--- config.mk ---
export PLATFORM = sky130hd
export DESIGN_NAME = sfboot_loader
export DESIGN_NICKNAME = d
export VERILOG_FILES = /design/src/rtl/sfboot_pkg.sv /design/src/rtl/sfboot_sckgen.sv /design/src/rtl/sfboot_txshift.sv /design/src/rtl/sfboot_rxbytes.sv /design/src/rtl/sfboot_loader.sv
export SDC_FILE = /design/constraint.sdc
export NUM_CORES = 1
export LEC_CHECK = 0
export BUFFER_PORTS_ARGS = -buffer_cell sky130_fd_sc_hd__buf_2
export CORE_ASPECT_RATIO = 1.25
export CORE_MARGIN = 2
export CORE_UTILIZATION = 46
export CTS_CLUSTER_SIZE = 24
export DETAILED_ROUTE_END_ITERATION = 10
export PLACE_DENSITY_LB_ADDON = 0.3
export SETUP_SLACK_MARGIN = 0.02
export SLEW_MARGIN = 40
export SYNTH_ARGS = -nofsm -noshare
export SYNTH_HDL_FRONTEND = slang
export SYNTH_SLANG_ARGS = --single-unit
export TNS_END_PERCENT = 1
--- constraint.sdc ---
create_clock -name clk -period 2.25 [get_ports clk]
set_input_delay 0.1125 -clock clk [delete_from_list [all_inputs] [get_ports clk]]
set_output_delay 0.1125 -clock clk [all_outputs]
set_load 0.01 [all_outputs]
--- src/rtl/sfboot_pkg.sv ---
package sfboot_pkg;

  localparam logic [7:0]  READ_OPCODE = 8'h03;
  localparam logic [23:0] BOOT_ADDR   = 24'h000000;
  localparam int unsigned CMD_BITS    = 32;

  typedef enum logic [2:0] {
    ST_SAMPLE,
    ST_HALT,
    ST_GUARD,
    ST_XFER,
    ST_DONE
  } boot_state_t;

  // System clocks per serial clock phase: smallest value that keeps the
  // serial clock at or below the device ceiling.
  function automatic int unsigned sck_half_cycles(input int unsigned sys_mhz,
                                                  input int unsigned max_mhz);
    int unsigned per;
    int unsigned h;
    per = 2 * max_mhz;
    h   = (sys_mhz + per - 1) / per;
    return (h == 0) ? 1 : h;
  endfunction

  function automatic logic [CMD_BITS-1:0] read_header(input logic [7:0]  op,
                                                      input logic [23:0] addr);
    return {op, addr};
  endfunction

endpackage

--- src/rtl/sfboot_sckgen.sv ---
module sfboot_sckgen #(
  parameter int unsigned HALF = 2
) (
  input  logic clk,
  input  logic rst_n,
  input  logic run,
  output logic sck,
  output logic rise,
  output logic fall
);

  localparam int CW = (HALF > 1) ? $clog2(HALF) : 1;
  localparam logic [CW-1:0] TOP = CW'(HALF - 1);

  logic [CW-1:0] cnt;
  logic          wrap;

  assign wrap = run && (cnt == TOP);
  assign rise = wrap && !sck;
  assign fall = wrap && sck;

  always_ff @(posedge clk or negedge rst_n) begin
    if (!rst_n) begin
      cnt <= '0;
      sck <= 1'b0;
    end else if (!run) begin
      cnt <= '0;
      sck <= 1'b0;
    end else if (cnt == TOP) begin
      cnt <= '0;
      sck <= ~sck;
    end else begin
      cnt <= cnt + 1'b1;
    end
  end

  // the serial clock only toggles once a full phase has elapsed
  a_r7_no_early_toggle: assert property (@(posedge clk) disable iff (!rst_n)
    (run && $past(run) && !$past(wrap)) |-> $stable(sck));

endmodule

--- src/rtl/sfboot_txshift.sv ---
module sfboot_txshift #(
  parameter int unsigned W = 32
) (
  input  logic         clk,
  input  logic         rst_n,
  input  logic         load,
  input  logic [W-1:0] load_val,
  input  logic         shift,
  output logic         bit_o
);

  logic [W-1:0] sr;

  assign bit_o = sr[W-1];

  always_ff @(posedge clk or negedge rst_n) begin
    if (!rst_n) begin
      sr <= '0;
    end else if (load) begin
      sr <= load_val;
    end else if (shift) begin
      sr <= {sr[W-2:0], 1'b0};
    end
  end

endmodule

--- src/rtl/sfboot_rxbytes.sv ---
module sfboot_rxbytes #(
  parameter int unsigned DW = 8
) (
  input  logic          clk,
  input  logic          rst_n,
  input  logic          sample,
  input  logic          bit_in,
  output logic [DW-1:0] data_o,
  output logic          valid_o
);

  localparam int IW = $clog2(DW);

  logic [DW-2:0] sr;
  logic [IW-1:0] idx;
  logic [DW-1:0] next_word;
  logic          word_full;

  assign next_word = {sr, bit_in};
  assign word_full = sample && (idx == IW'(DW - 1));

  always_ff @(posedge clk or negedge rst_n) begin
    if (!rst_n) begin
      sr      <= '0;
      idx     <= '0;
      data_o  <= '0;
      valid_o <= 1'b0;
    end else begin
      valid_o <= 1'b0;
      if (sample) begin
        sr <= next_word[DW-2:0];
        if (word_full) begin
          data_o  <= next_word;
          valid_o <= 1'b1;
          idx     <= '0;
        end else begin
          idx <= idx + 1'b1;
        end
      end
    end
  end

  // each byte strobe lasts a single system clock
  a_r5_strobe_single: assert property (@(posedge clk) disable iff (!rst_n)
    valid_o |=> !valid_o);

endmodule

--- src/rtl/sfboot_loader.sv ---
module sfboot_loader
  import sfboot_pkg::*;
#(
  parameter int unsigned SYS_MHZ     = 100,
  parameter int unsigned SCK_MAX_MHZ = 20,
  parameter int unsigned NBYTES      = 16,
  parameter int unsigned CSH_CYC     = 8,
  parameter int unsigned MODE_W      = 2,
  parameter logic [MODE_W-1:0] MODE_SERIAL = MODE_W'(2)
) (
  input  logic              clk,
  input  logic              rst_n,
  input  logic [MODE_W-1:0] mode_sel,
  output logic              flash_cs_n,
  output logic              flash_sck,
  output logic              flash_mosi,
  input  logic              flash_miso,
  output logic [7:0]        cfg_byte,
  output logic              cfg_valid,
  output logic              boot_done
);

  localparam int unsigned HALF       = sck_half_cycles(SYS_MHZ, SCK_MAX_MHZ);
  localparam int unsigned TOTAL_BITS = CMD_BITS + NBYTES * 8;
  localparam int BCW = $clog2(TOTAL_BITS + 1);
  localparam int GCW = (CSH_CYC > 1) ? $clog2(CSH_CYC) : 1;

  boot_state_t    state;
  logic [GCW-1:0] gcnt;
  logic [BCW-1:0] bitcnt;
  logic           last_seen;
  logic           cs_n_q;
  logic           done_q;

  // Named internal events
  logic mode_is_serial;
  logic guard_end;
  logic running;
  logic sck_rise;
  logic sck_fall;
  logic in_data;
  logic bit_is_last;
  logic halted;

  assign mode_is_serial = (mode_sel == MODE_SERIAL);
  assign guard_end      = (state == ST_GUARD) && (gcnt == GCW'(CSH_CYC - 1));
  assign running        = (state == ST_XFER);
  assign in_data        = (bitcnt >= BCW'(CMD_BITS));
  assign bit_is_last    = (bitcnt == BCW'(TOTAL_BITS - 1));
  assign halted         = (state == ST_HALT);

  sfboot_sckgen #(.HALF(HALF)) u_sckgen (
    .clk   (clk),
    .rst_n (rst_n),
    .run   (running),
    .sck   (flash_sck),
    .rise  (sck_rise),
    .fall  (sck_fall)
  );

  sfboot_txshift #(.W(CMD_BITS)) u_tx (
    .clk      (clk),
    .rst_n    (rst_n),
    .load     (guard_end),
    .load_val (read_header(READ_OPCODE, BOOT_ADDR)),
    .shift    (running && sck_fall),
    .bit_o    (flash_mosi)
  );

  sfboot_rxbytes #(.DW(8)) u_rx (
    .clk     (clk),
    .rst_n   (rst_n),
    .sample  (running && sck_rise && in_data),
    .bit_in  (flash_miso),
    .data_o  (cfg_byte),
    .valid_o (cfg_valid)
  );

  always_ff @(posedge clk or negedge rst_n) begin
    if (!rst_n) begin
      state     <= ST_SAMPLE;
      gcnt      <= '0;
      bitcnt    <= '0;
      last_seen <= 1'b0;
      cs_n_q    <= 1'b1;
      done_q    <= 1'b0;
    end else begin
      case (state)
        ST_SAMPLE: state <= mode_is_serial ? ST_GUARD : ST_HALT;
        ST_GUARD: begin
          if (guard_end) begin
            state  <= ST_XFER;
            cs_n_q <= 1'b0;
          end else begin
            gcnt <= gcnt + 1'b1;
          end
        end
        ST_XFER: begin
          if (sck_rise) begin
            bitcnt <= bitcnt + 1'b1;
            if (bit_is_last) last_seen <= 1'b1;
          end
          if (sck_fall && last_seen) begin
            state  <= ST_DONE;
            cs_n_q <= 1'b1;
            done_q <= 1'b1;
          end
        end
        default: ;
      endcase
    end
  end

  assign flash_cs_n = cs_n_q;
  assign boot_done  = done_q;

  // done implies the flash is deselected, and done is sticky
  a_r8_done_deselect: assert property (@(posedge clk) disable iff (!rst_n)
    boot_done |-> flash_cs_n);
  a_r8_done_sticky: assert property (@(posedge clk) disable iff (!rst_n)
    boot_done |=> boot_done);
  // clock idles low while deselected; bit count never overruns
  a_r6_sck_idle: assert property (@(posedge clk) disable iff (!rst_n)
    flash_cs_n |-> !flash_sck);
  a_r6_count_bound: assert property (@(posedge clk) disable iff (!rst_n)
    bitcnt <= BCW'(TOTAL_BITS));
  // outbound line holds while the clock is high
  a_r4_mosi_hold: assert property (@(posedge clk) disable iff (!rst_n)
    (flash_sck && $past(flash_sck)) |-> $stable(flash_mosi));
  // no byte strobe once done
  a_r10_no_byte_after_done: assert property (@(posedge clk) disable iff (!rst_n)
    boot_done |-> !cfg_valid);
  // parked block stays quiet
  a_r1_halt_quiet: assert property (@(posedge clk) disable iff (!rst_n)
    halted |-> (flash_cs_n && !boot_done && !flash_sck));

endmodule

* Word-level counts from Yosys, hierarchy flattened
Cells that the tools add are included.
Cells by class: $add $sub $neg 4, multiply operators 0, div/mod/pow operators 0, order comparisons 1, equal/unequal tests 10, shift-type cells 0, mux-type cells 16, bitwise operators 2, reductions and logical operators 21
Operators by type and width (count):
- 32-bit 2-to-1 mux | 2
- 1-bit logical AND | 9
- 3-bit 2-to-1 mux | 3
- 3-bit one-hot mux with 3 select lines | 1
- 3-bit AND reduction | 3
- 8-bit by 1-bit adder with 8-bit output, second input constant | 1
- 8-bit == test, second input constant | 1
- 8-bit by 6-bit >= comparator with 1-bit output, second input constant | 1
- 2-bit AND reduction | 4
- 3-bit by 1-bit adder with 3-bit output, second input constant | 2
- 3-bit by 2-bit == test with 1-bit output, second input constant | 2
- 3-bit == test, second input constant | 2
- 1-bit 2-to-1 mux | 6
- 2-bit 2-to-1 mux | 3
- 2-bit == test, second input constant | 2
- 2-bit by 1-bit != test with 1-bit output, second input constant | 2
- 2-bit nonzero test | 2
- 3-bit zero test | 1
- 3-bit nonzero test | 1
- 2-bit by 1-bit adder with 2-bit output, second input constant | 1
- 2-bit != test, second input constant | 1
- 1-bit NOT | 2
- 1-bit one-hot mux with 2 select lines | 1
- 1-bit zero test | 1
Word-level totals: flip-flop bits (word level) 71, bits in latches 0, memory bits (writable) 0, ROM bits 0, bits of input ports 5, output and inout bits 13, memories 0

* Depth between registers and ports, before layout
Gate-level depths: netlist of run 1.
depth in word-level cells 8, gate-level depth with buffers 5, depth with buffers taken out 5

* Modules after synthesis
From an unflattened synthesis of run 1, not the netlist that was laid out.
Unflattened totals: cell total of the unflattened synthesis 271, area, all modules 3244.4 µm²
Modules (own cells, without submodules):
- sfboot_txshift | instances 1, cells each 139, area each 1512.7 µm², sequential area each 800.8 µm²
- sfboot_loader | instances 1, cells each 74, area each 862.1 µm², sequential area each 426.7 µm²
- sfboot_rxbytes | instances 1, cells each 47, area each 729.4 µm², sequential area each 475.5 µm²
- sfboot_sckgen | instances 1, cells each 11, area each 140.1 µm², sequential area each 75.1 µm²

* Worst setup path after synthesis of run 1
No wires, ideal clock.
path type register to register, from reg state[2], to reg u_rx.data_o[0], setup time 125 ps, arrival time 1605 ps, slack 520 ps, stages on the path, launching flop included 5, buffers on the path 1, clock period less this slack 1730 ps, cell sequence dfrtp_1 > nand4bb_1 > buf_6 > nor4b_4 > mux2_2
Between the ends: word-level cells in the longest chain between the ends 7
Ends and longest elaborated chain:
- from (decl) | RTL line sfboot_loader.sv:28 | boot_state_t state;
- from (signal assigned) | RTL line sfboot_loader.sv:89 | ST_SAMPLE: state <= mode_is_serial ? ST_GUARD : ST_HALT;
- 3-bit by 2-bit == test with 1-bit output (*) | RTL line sfboot_loader.sv:47 | assign running = (state == ST_XFER);
- 1-bit logical AND | RTL line sfboot_sckgen.sv:18 | assign wrap = run && (cnt == TOP);
- 1-bit logical AND | RTL line sfboot_sckgen.sv:19 | assign rise = wrap && !sck;
- 1-bit logical AND (*) (2 in a row) | RTL line sfboot_loader.sv:73 | .sample (running && sck_rise && in_data),
- 1-bit logical AND | RTL line sfboot_rxbytes.sv:20 | assign word_full = sample && (idx == IW'(DW - 1));
- 2-bit AND reduction (no source line) (*)
- to (signal assigned) | RTL line sfboot_rxbytes.sv:33 | data_o <= next_word;
- to (decl) | RTL line sfboot_rxbytes.sv:8 | output logic [DW-1:0] data_o,
Mark *: on every way between the ends. The rest lies on a longest branch, timed or not. A chain may end at the register's enable or synchronous reset.

* Final worst setup path of run 1
from reg state[2], to reg u_rx.sr[0]
Between the ends: word-level cells in the longest chain between the ends 5
Ends and longest elaborated chain:
- 3-bit by 2-bit == test with 1-bit output (*) | RTL line sfboot_loader.sv:47
- 1-bit logical AND | RTL line sfboot_sckgen.sv:18
- 1-bit logical AND | RTL line sfboot_sckgen.sv:19
- 1-bit logical AND (*) (2 in a row) | RTL line sfboot_loader.sv:73
- to (signal assigned) | RTL line sfboot_rxbytes.sv:31 | sr <= next_word[DW-2:0];
- to (decl) | RTL line sfboot_rxbytes.sv:14 | logic [DW-2:0] sr;
Marked as above.

==> results_dict.tcl, run 1 <==
set metrics [dict create \
    outcome "complete, no violations" \
    cp.arrival_ns 2.17 \
    synthToLayoutAreaGrowth_pct 12.2 \
    grt_overflow_total 0 \
    tritoncts "yes" \
    cts.sinks 47 \
    worstPathMaxFanout 10 \
    synth_flop_cell "dfrtp_1" \
    grt_pass1_vias 1388 \
    syn_inst 163 \
    postCtsSetupBuffers 0 \
    numPortBuffers 17 \
    required_ns 2.44 \
    ctsResizeCount 0 \
    hp-class "in -> reg" \
    max_cap_viol_count 0 \
    final_common_cell "dfrtp_1" \
    dp_hpwl_um 2330 \
    finalWorstPathRequiredPeriod_ns 1.99 \
    fin_nets 195 \
    core_area_sq_um 4360 \
    die_area_sq_um 5010 \
    cellPowerDensity_nw_per_um2 834 \
    ant_nets 0 \
    syn-num-nets 174 \
    die_y_um 78.6 \
    routed_wl_um 3300 \
    seqPwrFrac_pct 54.2 \
    cts_root_buf "clkbuf_8" \
    finalNonFillerCells 243 \
    vias 1275 \
    die_x_um 63.7 \
    start_util_pct 47.0 \
    drive_above_1_share_pct 28.6 \
    relSlewSlack_pct 57.6 \
    synth_top_area_share_pct 56.2 \
    skew_ns 0.00672 \
    final_hold_viol_count 0 \
    rsz0062_at_grt "false" \
    detail_route.vias_per_cell 5.25 \
    clkPwrFrac_pct 27.5 \
    drc 0 \
    finalPower_mw 1.92 \
    swShare_pct 30.7 \
    power_leakage_nw 1.15 \
    start_kind "flip-flop" \
    worst_pin_slew_ns 0.631 \
    synth_edf_count 0 \
    crit_type "reg -> reg" \
    gp_congestion 0.778 \
    crit_chain "nand4bb_1, nor3_4, mux2_2" \
    synth.distinct_cells 32 \
    antenna_found_initial 0 \
    internal_power_mw 1.33 \
    grt_start_max_net_pins 48 \
    antennaDiodeCount 0 \
    slew_violations 0 \
    netSwitchingPower_mw 0.588 \
    grt_pass1_wl_um 6120 \
    synth_seq_cells 47 \
    setup_tns_ns 0 \
    synth_area_per_cell_sq_um 12.6 \
    wl_per_cell_um 13.6 \
    synthTopCellsByArea "dfrtp_1 56%, mux2_2 12%, ha_1 3.7%" \
    clock_latency_ns 0.30 \
    drtIter0Drc 50 \
    synth_warnings 0 \
    synth_top_area_cell "dfrtp_1" \
    crit_path_end_kind "flip-flop" \
    final-setup-viol-count 0 \
    fmax_ghz 0.503 \
    slowest_delay_ns 0.57 \
    clk_pin_slew_ns 0.09 \
    io_pins 18 \
    most-common-layout-cells "46 x dfrtp_1, 21 x mux2_2, 17 x buf_2" \
    ir_drop_v 0.000522 \
    synth_area_sq_um 2050 \
    cts_made_buffers 5 \
    slowest_stage "nor3_4" \
    place_inst 234 \
    clock_path_buffers 2 \
    std_cell_rows 27 \
    ctsHtreeMaxLevel 2 \
    p_comb_share_pct 18.3 \
    first_pass_iters 4 \
    grt_usage_pct 15.5 \
    ys_seq_area_share_pct 57.5 \
    timing.final.crit_share_pct 88.4 \
    synthArstFlopShare_pct 100 \
]
[critical path: cells and delay by family, from the launching register on]
kind	cells	cell delay, ns
muxes	1	0.40
and+or+nand+nor	2	1.04
DFF	1	0.44
[metrics by stage]
step	area (sq um)	hold slack [ns]	worst slack (ns)	utilization, %
after floorplan	2050	-0.183	0.520	-
after global placement	2190	0.221	0.351	50.2
after detailed placement	2190	0.244	0.268	50.2
after CTS	2300	0.0566	0.255	52.7
after global routing	2300	0.0644	0.149	52.7
final	2300	0.0707	0.261	52.7
[final cells by class]
class / count / area [sq um]
Tap cell: 58 / 72.6
Multi-Input combinational cell: 105 / 820
Clock inverter: 2 / 16.3
Clock buffer: 6 / 82.6
Timing Repair Buffer: 20 / 110
Sequential cell: 47 / 1180
Inverter: 5 / 18.8
Fill cell: 382 / 2060
[synthesized netlist by cell type (all sizes together), types with 2 or more instances]
| master | number |
|---|---|
| a21oi | 6 |
| a31oi | 2 |
| and3b | 2 |
| buf | 3 |
| clkbuf | 3 |
| dfrtp | 46 |
| ha | 6 |
| inv | 5 |
| mux2 | 21 |
| nand2 | 4 |
| nand2b | 4 |
| nand3 | 13 |
| nand3b | 3 |
| nor2 | 4 |
| nor2b | 4 |
| nor3 | 5 |
| nor4 | 4 |
| nor4b | 2 |
| o21ai | 9 |
| xnor2 | 4 |
| xor2 | 5 |
[cells by family after synthesis]
logic type	Yosys count	share of synthesized area, %
simple gates	50	15.8
flops	47	57.5
mux	21	11.5
compound gates	19	5.19
buf+inv	11	2.50
xor+xnor	9	3.85
fa+ha+maj	6	3.67
[metal layers]
layer,GRT usage (%),share of wire (%),wire [um],vias up
li1,-,-,-,620
met1,18.6,42,1400,624
met2,27.2,53,1740,25
met3,3.87,3.6,120,6
met4,5.22,1.5,48,0
met5,0,0,0,-
[timing repair]
action | in CTS | in global routing
hold buffers | 1 | 0
setup endpoints to repair | 0 | 0
hold endpoints to repair | 46 | 0
[path summary, 6_finish.rpt]
| path | start | end | slack [ns] | cells past startpoint |
|---|---|---|---|---|
| worst min register to register | gcnt[0]$_DFFE_PN0P_ | gcnt[0]$_DFFE_PN0P_ | 0.48 | 1 |
| worst max register to register | state[2]$_DFFE_PN0P_ | u_rx.sr[0]$_DFFE_PN0P_ | 0.26 | 3 |
| worst min-delay path | flash_miso | u_rx.data_o[0]$_DFFE_PN0P_ | 0.07 | 2 |
| max in group asynchronous | rst_n | u_rx.idx[2]$_DFFE_PN0P_ | 1.43 | 3 |
| min in group asynchronous | rst_n | bitcnt[7]$_DFFE_PN0P_ | 0.43 | 3 |
| worst max-delay path | state[2]$_DFFE_PN0P_ | u_rx.sr[0]$_DFFE_PN0P_ | 0.26 | 3 |
[power by group through the flow]
stage / clock network, mW / logic (mW) / registers [mW]
after floorplan: 0 / 0.299 / 1.03
after global placement: 0 / 0.334 / 1.05
after detailed placement: 0 / 0.355 / 1.06
after CTS: 0.550 / 0.359 / 1.04
after global routing: 0.583 / 0.405 / 1.06
final: 0.526 / 0.351 / 1.04
[sequential cells by signal, indices dropped and copies added, names as in the netlist]
register and count:
bitcnt 8, boot_done 1, flash_cs_n 1, gcnt 3, last_seen 1, state 3
u_rx.data_o 8, u_rx.idx 3, u_rx.sr 7, u_rx.valid_o 1, u_sckgen.cnt 2, u_sckgen.sck 1
u_tx.sr 8
Power figures use the tool's default switching activity.
==> inputs of run 2 (changes only) <==
--- a/config.mk
+++ b/config.mk
@@ -9,6 +9,7 @@
 export CORE_ASPECT_RATIO = 1.25
 export CORE_MARGIN = 2
 export CORE_UTILIZATION = 46
+export CTS_BUF_LIST = sky130_fd_sc_hd__clkbuf_2
 export CTS_CLUSTER_SIZE = 24
 export DETAILED_ROUTE_END_ITERATION = 10
 export PLACE_DENSITY_LB_ADDON = 0.3
==> run 2 against run 1 <==
Compared with the run above:
- via count rose by 1.3%
- register-to-register slack got worse by 0.02 ns
- critical path type unchanged
- cell count rose by 0.82%
- sequential cell count did not move
- sequential power barely moved
==> results_dict.tcl, run 2 (synthesized netlist as in run 1, its figures left out) <==
set metrics [dict create \
    pre_cts_ws_ns 0.268 \
    drc 0 \
    ctsResizeCount 0 \
    fmax_ghz 0.499 \
    timing.final.crit_share_pct 89.1 \
    final-setup-viol-count 0 \
    vias 1291 \
    max_cap_viol_count 0 \
    netSwitchingPower_mw 0.581 \
    crit_chain "nand4bb_1, nor3_4, mux2_2" \
    worstPathMaxFanout 10 \
    slew_violations 0 \
    worstHoldStart "mode_sel[0]" \
    synthToLayoutAreaGrowth_pct 10.5 \
    cts.sinks 47 \
    antenna_found_initial 0 \
    fillers 383 \
    ir_drop_v 0.000472 \
    gp_congestion 0.778 \
    gr-usage-met3_pct 3.87 \
    grt_overflow_total 0 \
    grt_usage_pct 15.5 \
    std_cell_rows 27 \
    wl_per_cell_um 13.7 \
    antennaDiodeCount 0 \
    fin_ws_ns 0.244 \
    hp-class "in -> reg" \
    start_util_pct 47.0 \
    ant_nets 0 \
    setup_tns_ns 0 \
    fin_nets 197 \
    final_common_cell "dfrtp_1" \
    whs_endpoint "state[1]$_DFFE_PN0P_" \
    die_area_sq_um 5010 \
    relSlewSlack_pct 57.0 \
    first_pass_iters 4 \
    start_kind "flip-flop" \
    clk_pin_slew_ns 0.24 \
    r2r_start "state[2]$_DFFE_PN0P_" \
    core_area_sq_um 4360 \
    grt_start_max_net_pins 48 \
    crit_family "simple AND/OR/NAND/NOR gates" \
    p_comb_share_pct 20.4 \
    use_met1_pct 18.7 \
    tritoncts "yes" \
    routed_wl_um 3360 \
    detail_route.vias_per_cell 5.27 \
    reg2reg_to "u_rx.idx[1]$_DFFE_PN0P_" \
    crit_path_end_kind "flip-flop" \
    grt_use_met2_pct 26.8 \
    die_x_um 63.7 \
    cp.arrival_ns 2.33 \
    seqPwrFrac_pct 59.9 \
    outcome "complete, no violations" \
    rsz0062_at_grt "false" \
    worst_pin_slew_ns 0.639 \
    hold_depth 4 \
    clock_latency_ns 0.41 \
    power_leakage_nw 1.14 \
    reg2regPathDepth 3 \
    crit_type "reg -> reg" \
    worstPathBufferInverterCount 0 \
    cts_made_buffers 5 \
    numPortBuffers 17 \
    skew_ns 0.0154 \
    ctsHtreeMaxLevel 2 \
    swShare_pct 33.5 \
    io_pins 18 \
    grt_pass1_wl_um 6100 \
    drive_above_1_share_pct 27.8 \
    grt_pass1_vias 1370 \
    dp_hpwl_um 2330 \
    finalWorstPathRequiredPeriod_ns 2.01 \
    grt_busiest_layer "met2" \
    slowest_delay_ns 0.57 \
    slowest_stage "nor3_4" \
    die_y_um 78.6 \
    drtIter0Drc 46 \
    top_regs "bitcnt: 8 flops, u_rx.data_o: 8 flops, u_tx.sr: 8 flops" \
    final_hold_viol_count 0 \
    most-common-layout-cells "46 x dfrtp_1, 21 x mux2_2, 17 x buf_2" \
    cellPowerDensity_nw_per_um2 767 \
    required_ns 2.57 \
    clkPwrFrac_pct 19.7 \
    regToRegSetupSlack_ns 0.24 \
    internal_power_mw 1.16 \
    cts_root_buf "clkbuf_2" \
    clock_path_buffers 2 \
]
## run 2: cell count changes in the layout (fill, tap and decap cells not counted), sizes merged
cell         previous run  this run
clkbuf                  6         5
dlygate4sd3             1         3
clkinv                  1         2
## run 2: worst max path at each step
stage	start	end	slack [ns]	cells past startpoint
floorplan	state[2]$_DFFE_PN0P_	u_rx.data_o[0]$_DFFE_PN0P_	0.52	4
global placement	state[2]$_DFFE_PN0P_	u_rx.sr[4]$_DFFE_PN0P_	0.35	3
detailed placement	state[2]$_DFFE_PN0P_	u_rx.sr[5]$_DFFE_PN0P_	0.27	3
CTS	state[2]$_DFFE_PN0P_	u_rx.idx[1]$_DFFE_PN0P_	0.24	3
global route	state[2]$_DFFE_PN0P_	u_rx.idx[0]$_DFFE_PN0P_	0.13	3
finish	state[2]$_DFFE_PN0P_	u_rx.idx[1]$_DFFE_PN0P_	0.24	3
## run 2: repair_timing
action / CTS / global route
setup buffers: 0 / 0
endpoints found under the hold margin: 49 / 0
hold buffers: 3 / 0
## run 2: tightest hold or removal path, stage by stage
cell and delay (ns):
buf_2 0.07, inv_1 0.04, a31oi_1 0.16, a31oi_1 0.05
## run 2: layer usage
metal	up-vias	wire [um]
li1	625	-
met2	29	1760
met5	-	0
met4	0	48
met3	5	118
met1	632	1430
## run 2: cell type report
class                           count  area [sq um]  share of cell area (%)
Clock buffer                        5          25.0                    1.11
Sequential cell                    47          1180                    52.0
Tap cell                           58          72.6                    3.21
Multi-Input combinational cell    105           820                    36.2
Clock inverter                      3          20.0                   0.884
Timing Repair Buffer               22           130                    5.75
Inverter                            5          18.8                   0.829
## run 2: power by group through the flow
| stage | logic (mW) | clock network (mW) | registers, mW |
|---|---|---|---|
| 2_1_floorplan | 0.299 | 0 | 1.03 |
| 5_1_grt | 0.406 | 0.394 | 1.06 |
| 4_1_cts | 0.361 | 0.361 | 1.04 |
| 3_5_place_dp | 0.355 | 0 | 1.06 |
| 6_report | 0.354 | 0.342 | 1.04 |
| 3_3_place_gp | 0.334 | 0 | 1.05 |
## run 2: stage by stage
step / util (%) / cells / hold slack (ns) / cell area, sq um / total power, mW
floorplan: - / 163 / -0.183 / 2050 / 1.33
global placement: 50.2 / 234 / 0.221 / 2190 / 1.38
detailed placement: 50.2 / 234 / 0.244 / 2190 / 1.41
CTS: 51.9 / 245 / 0.0140 / 2260 / 1.76
global route: 51.9 / 245 / 0.0344 / 2260 / 1.86
finish: 51.9 / 245 / 0.0403 / 2260 / 1.74
==> inputs of run 3 (changes only) <==
--- a/config.mk
+++ b/config.mk
@@ -7,7 +7,7 @@
 export LEC_CHECK = 0
 export BUFFER_PORTS_ARGS = -buffer_cell sky130_fd_sc_hd__buf_2
 export CORE_ASPECT_RATIO = 1.25
-export CORE_MARGIN = 2
+export CORE_MARGIN = 3
 export CORE_UTILIZATION = 46
 export CTS_BUF_LIST = sky130_fd_sc_hd__clkbuf_2
 export CTS_CLUSTER_SIZE = 24
==> run 3 against run 2 <==
Compared with the run above:
- cell area increased by 1.8%
- sequential share of layout area decreased by 0.93 points
- sequential power about the same
- non-clock buffer count increased by 2
- clock power increased by 35%
- wire length decreased by 1.5%
- combinational power increased by 3%
- critical path depth increased by 1
==> results_dict.tcl, run 3 (synthesized netlist as in run 1, its figures left out) <==
set metrics [dict create \
    io_pins 18 \
    most-common-layout-cells "46 x dfrtp_1, 21 x mux2_2, 16 x buf_2" \
    final_hold_viol_count 0 \
    final_common_cell "dfrtp_1" \
    die_x_um 65.7 \
    drtIter0Drc 59 \
    gr-usage-met3_pct 4.62 \
    start_util_pct 48.8 \
    start_kind "flip-flop" \
    timing.final.crit_share_pct 90.6 \
    core_area_sq_um 4200 \
    antennaDiodeCount 0 \
    die_area_sq_um 5290 \
    numPortBuffers 17 \
    finalPower_mw 1.86 \
    fin_nets 199 \
    outcome "complete, no violations" \
    ctsHtreeMaxLevel 2 \
    slew_violations 0 \
    dp_hpwl_um 2390 \
    cts_made_buffers 5 \
    gp_congestion 0.895 \
    multi_input_area_sq_um 820 \
    place_inst 232 \
    drc 0 \
    cts_root_buf "clkbuf_2" \
    drive_above_1_share_pct 29.1 \
    grt_use_met2_pct 26.1 \
    skew_ns 0.0469 \
    max_cap_viol_count 0 \
    wl_per_cell_um 13.5 \
    slowest_delay_ns 0.50 \
    die_y_um 80.6 \
    std_cell_rows 26 \
    top_regs "bitcnt: 8 flops, u_rx.data_o: 8 flops, u_tx.sr: 8 flops" \
    seqCellArea_sq_um 1180 \
    detail_route.vias_per_cell 5.34 \
    synthToLayoutAreaGrowth_pct 12.5 \
    first_pass_iters 4 \
    required_ns 2.56 \
    fin_ws_ns 0.211 \
    crit_chain "nand4bb_1, nor4b_4, buf_4, mux2_2" \
    use_met1_pct 15.8 \
    clk_pin_slew_ns 0.27 \
    clock_path_buffers 2 \
    grt_usage_pct 14.4 \
    relSlewSlack_pct 61.0 \
    grt_busiest_layer "met2" \
    hp-class "in -> reg" \
    crit_type "reg -> reg" \
    vias 1309 \
    final-setup-viol-count 0 \
    antenna_found_initial 0 \
    slowest_stage "dfrtp_1" \
    ant_nets 0 \
    fillers 352 \
    finalNonFillerCells 245 \
    cts.sinks 47 \
    worstPathMaxFanout 9 \
    setup_tns_ns 0 \
    worst_pin_slew_ns 0.581 \
    pre_cts_ws_ns 0.261 \
    finalWorstPathRequiredPeriod_ns 2.04 \
    rsz0062_at_grt "false" \
    cellPowerDensity_nw_per_um2 808 \
    cp.arrival_ns 2.35 \
    clock_latency_ns 0.44 \
    grt_pass1_wl_um 5820 \
    fmax_ghz 0.490 \
    grt_overflow_total 0 \
    hold_slack_ns 0.0333 \
    grt_start_max_net_pins 48 \
    ir_drop_v 0.000565 \
    tritoncts "yes" \
    grt_pass1_vias 1339 \
    crit_path_end_kind "flip-flop" \
    power_leakage_nw 1.17 \
    routed_wl_um 3310 \
]
==> run 3: path summary, 6_finish.rpt <==
kind / slack, ns / start / depth (start not counted) / to
max: 0.21 / u_sckgen.cnt[0]$_DFF_PN0_ / 4 / u_rx.data_o[3]$_DFFE_PN0P_
min: 0.03 / mode_sel[0] / 4 / state[1]$_DFFE_PN0P_
max reg2reg: 0.21 / u_sckgen.cnt[0]$_DFF_PN0_ / 4 / u_rx.data_o[3]$_DFFE_PN0P_
min reg2reg: 0.49 / gcnt[0]$_DFFE_PN0P_ / 1 / gcnt[0]$_DFFE_PN0P_
max in group asynchronous: 1.67 / rst_n / 2 / bitcnt[5]$_DFFE_PN0P_
min in group asynchronous: 0.16 / rst_n / 2 / u_rx.sr[6]$_DFFE_PN0P_
==> run 3: cell type report <==
| type | count | share of cell area (%) |
|---|---|---|
| Sequential cell | 47 | 51.1 |
| Tap cell | 56 | 3.04 |
| Inverter | 5 | 0.814 |
| Clock buffer | 5 | 1.09 |
| Timing Repair Buffer | 24 | 6.41 |
| Multi-Input combinational cell | 105 | 35.6 |
| Clock inverter | 3 | 2.01 |
==> run 3: repair_timing <==
| action | 4_1_cts | 5_1_grt |
|---|---|---|
| hold endpoints to repair | 49 | 0 |
| hold buffers | 3 | 0 |
| buffers inserted | 0 | 2 |
| gates resized for setup | 0 | 0 |
| endpoints found under the setup margin | 0 | 2 |
==> run 3: per-stage QoR <==
| stage | utilization [%] | area, sq um |
|---|---|---|
| 2_1_floorplan | - | 2050 |
| 3_5_place_dp | 52.1 | 2190 |
| 5_1_grt | 54.9 | 2300 |
| 3_3_place_gp | 52.1 | 2190 |
| 4_1_cts | 54.6 | 2290 |
| 6_report | 54.9 | 2300 |
==> run 3: critical path: cells and delay by family, from the launching register on <==
kind                   cells  cell delay [ns]
AND/OR/NAND/NOR            2             0.84
flip-flops                 1             0.50
multiplexers               1             0.35
buffers and inverters      1             0.21
==> run 3: report_power, final <==
group / leakage [nW] / switching (mW) / internal, mW
sequential: 0.632 / 0.0976 / 0.935
combinational: 0.495 / 0.213 / 0.154
clock: 0.0396 / 0.271 / 0.191
total: 1.17 / 0.582 / 1.28
==> run 3: routing by layer <==
layer | share of wire, % | vias up | wire length [um]
met5 | 0 | - | 0
met4 | 0.85 | 0 | 28
met3 | 3.4 | 4 | 111
met2 | 54 | 16 | 1780
met1 | 42 | 658 | 1390
li1 | - | 631 | -
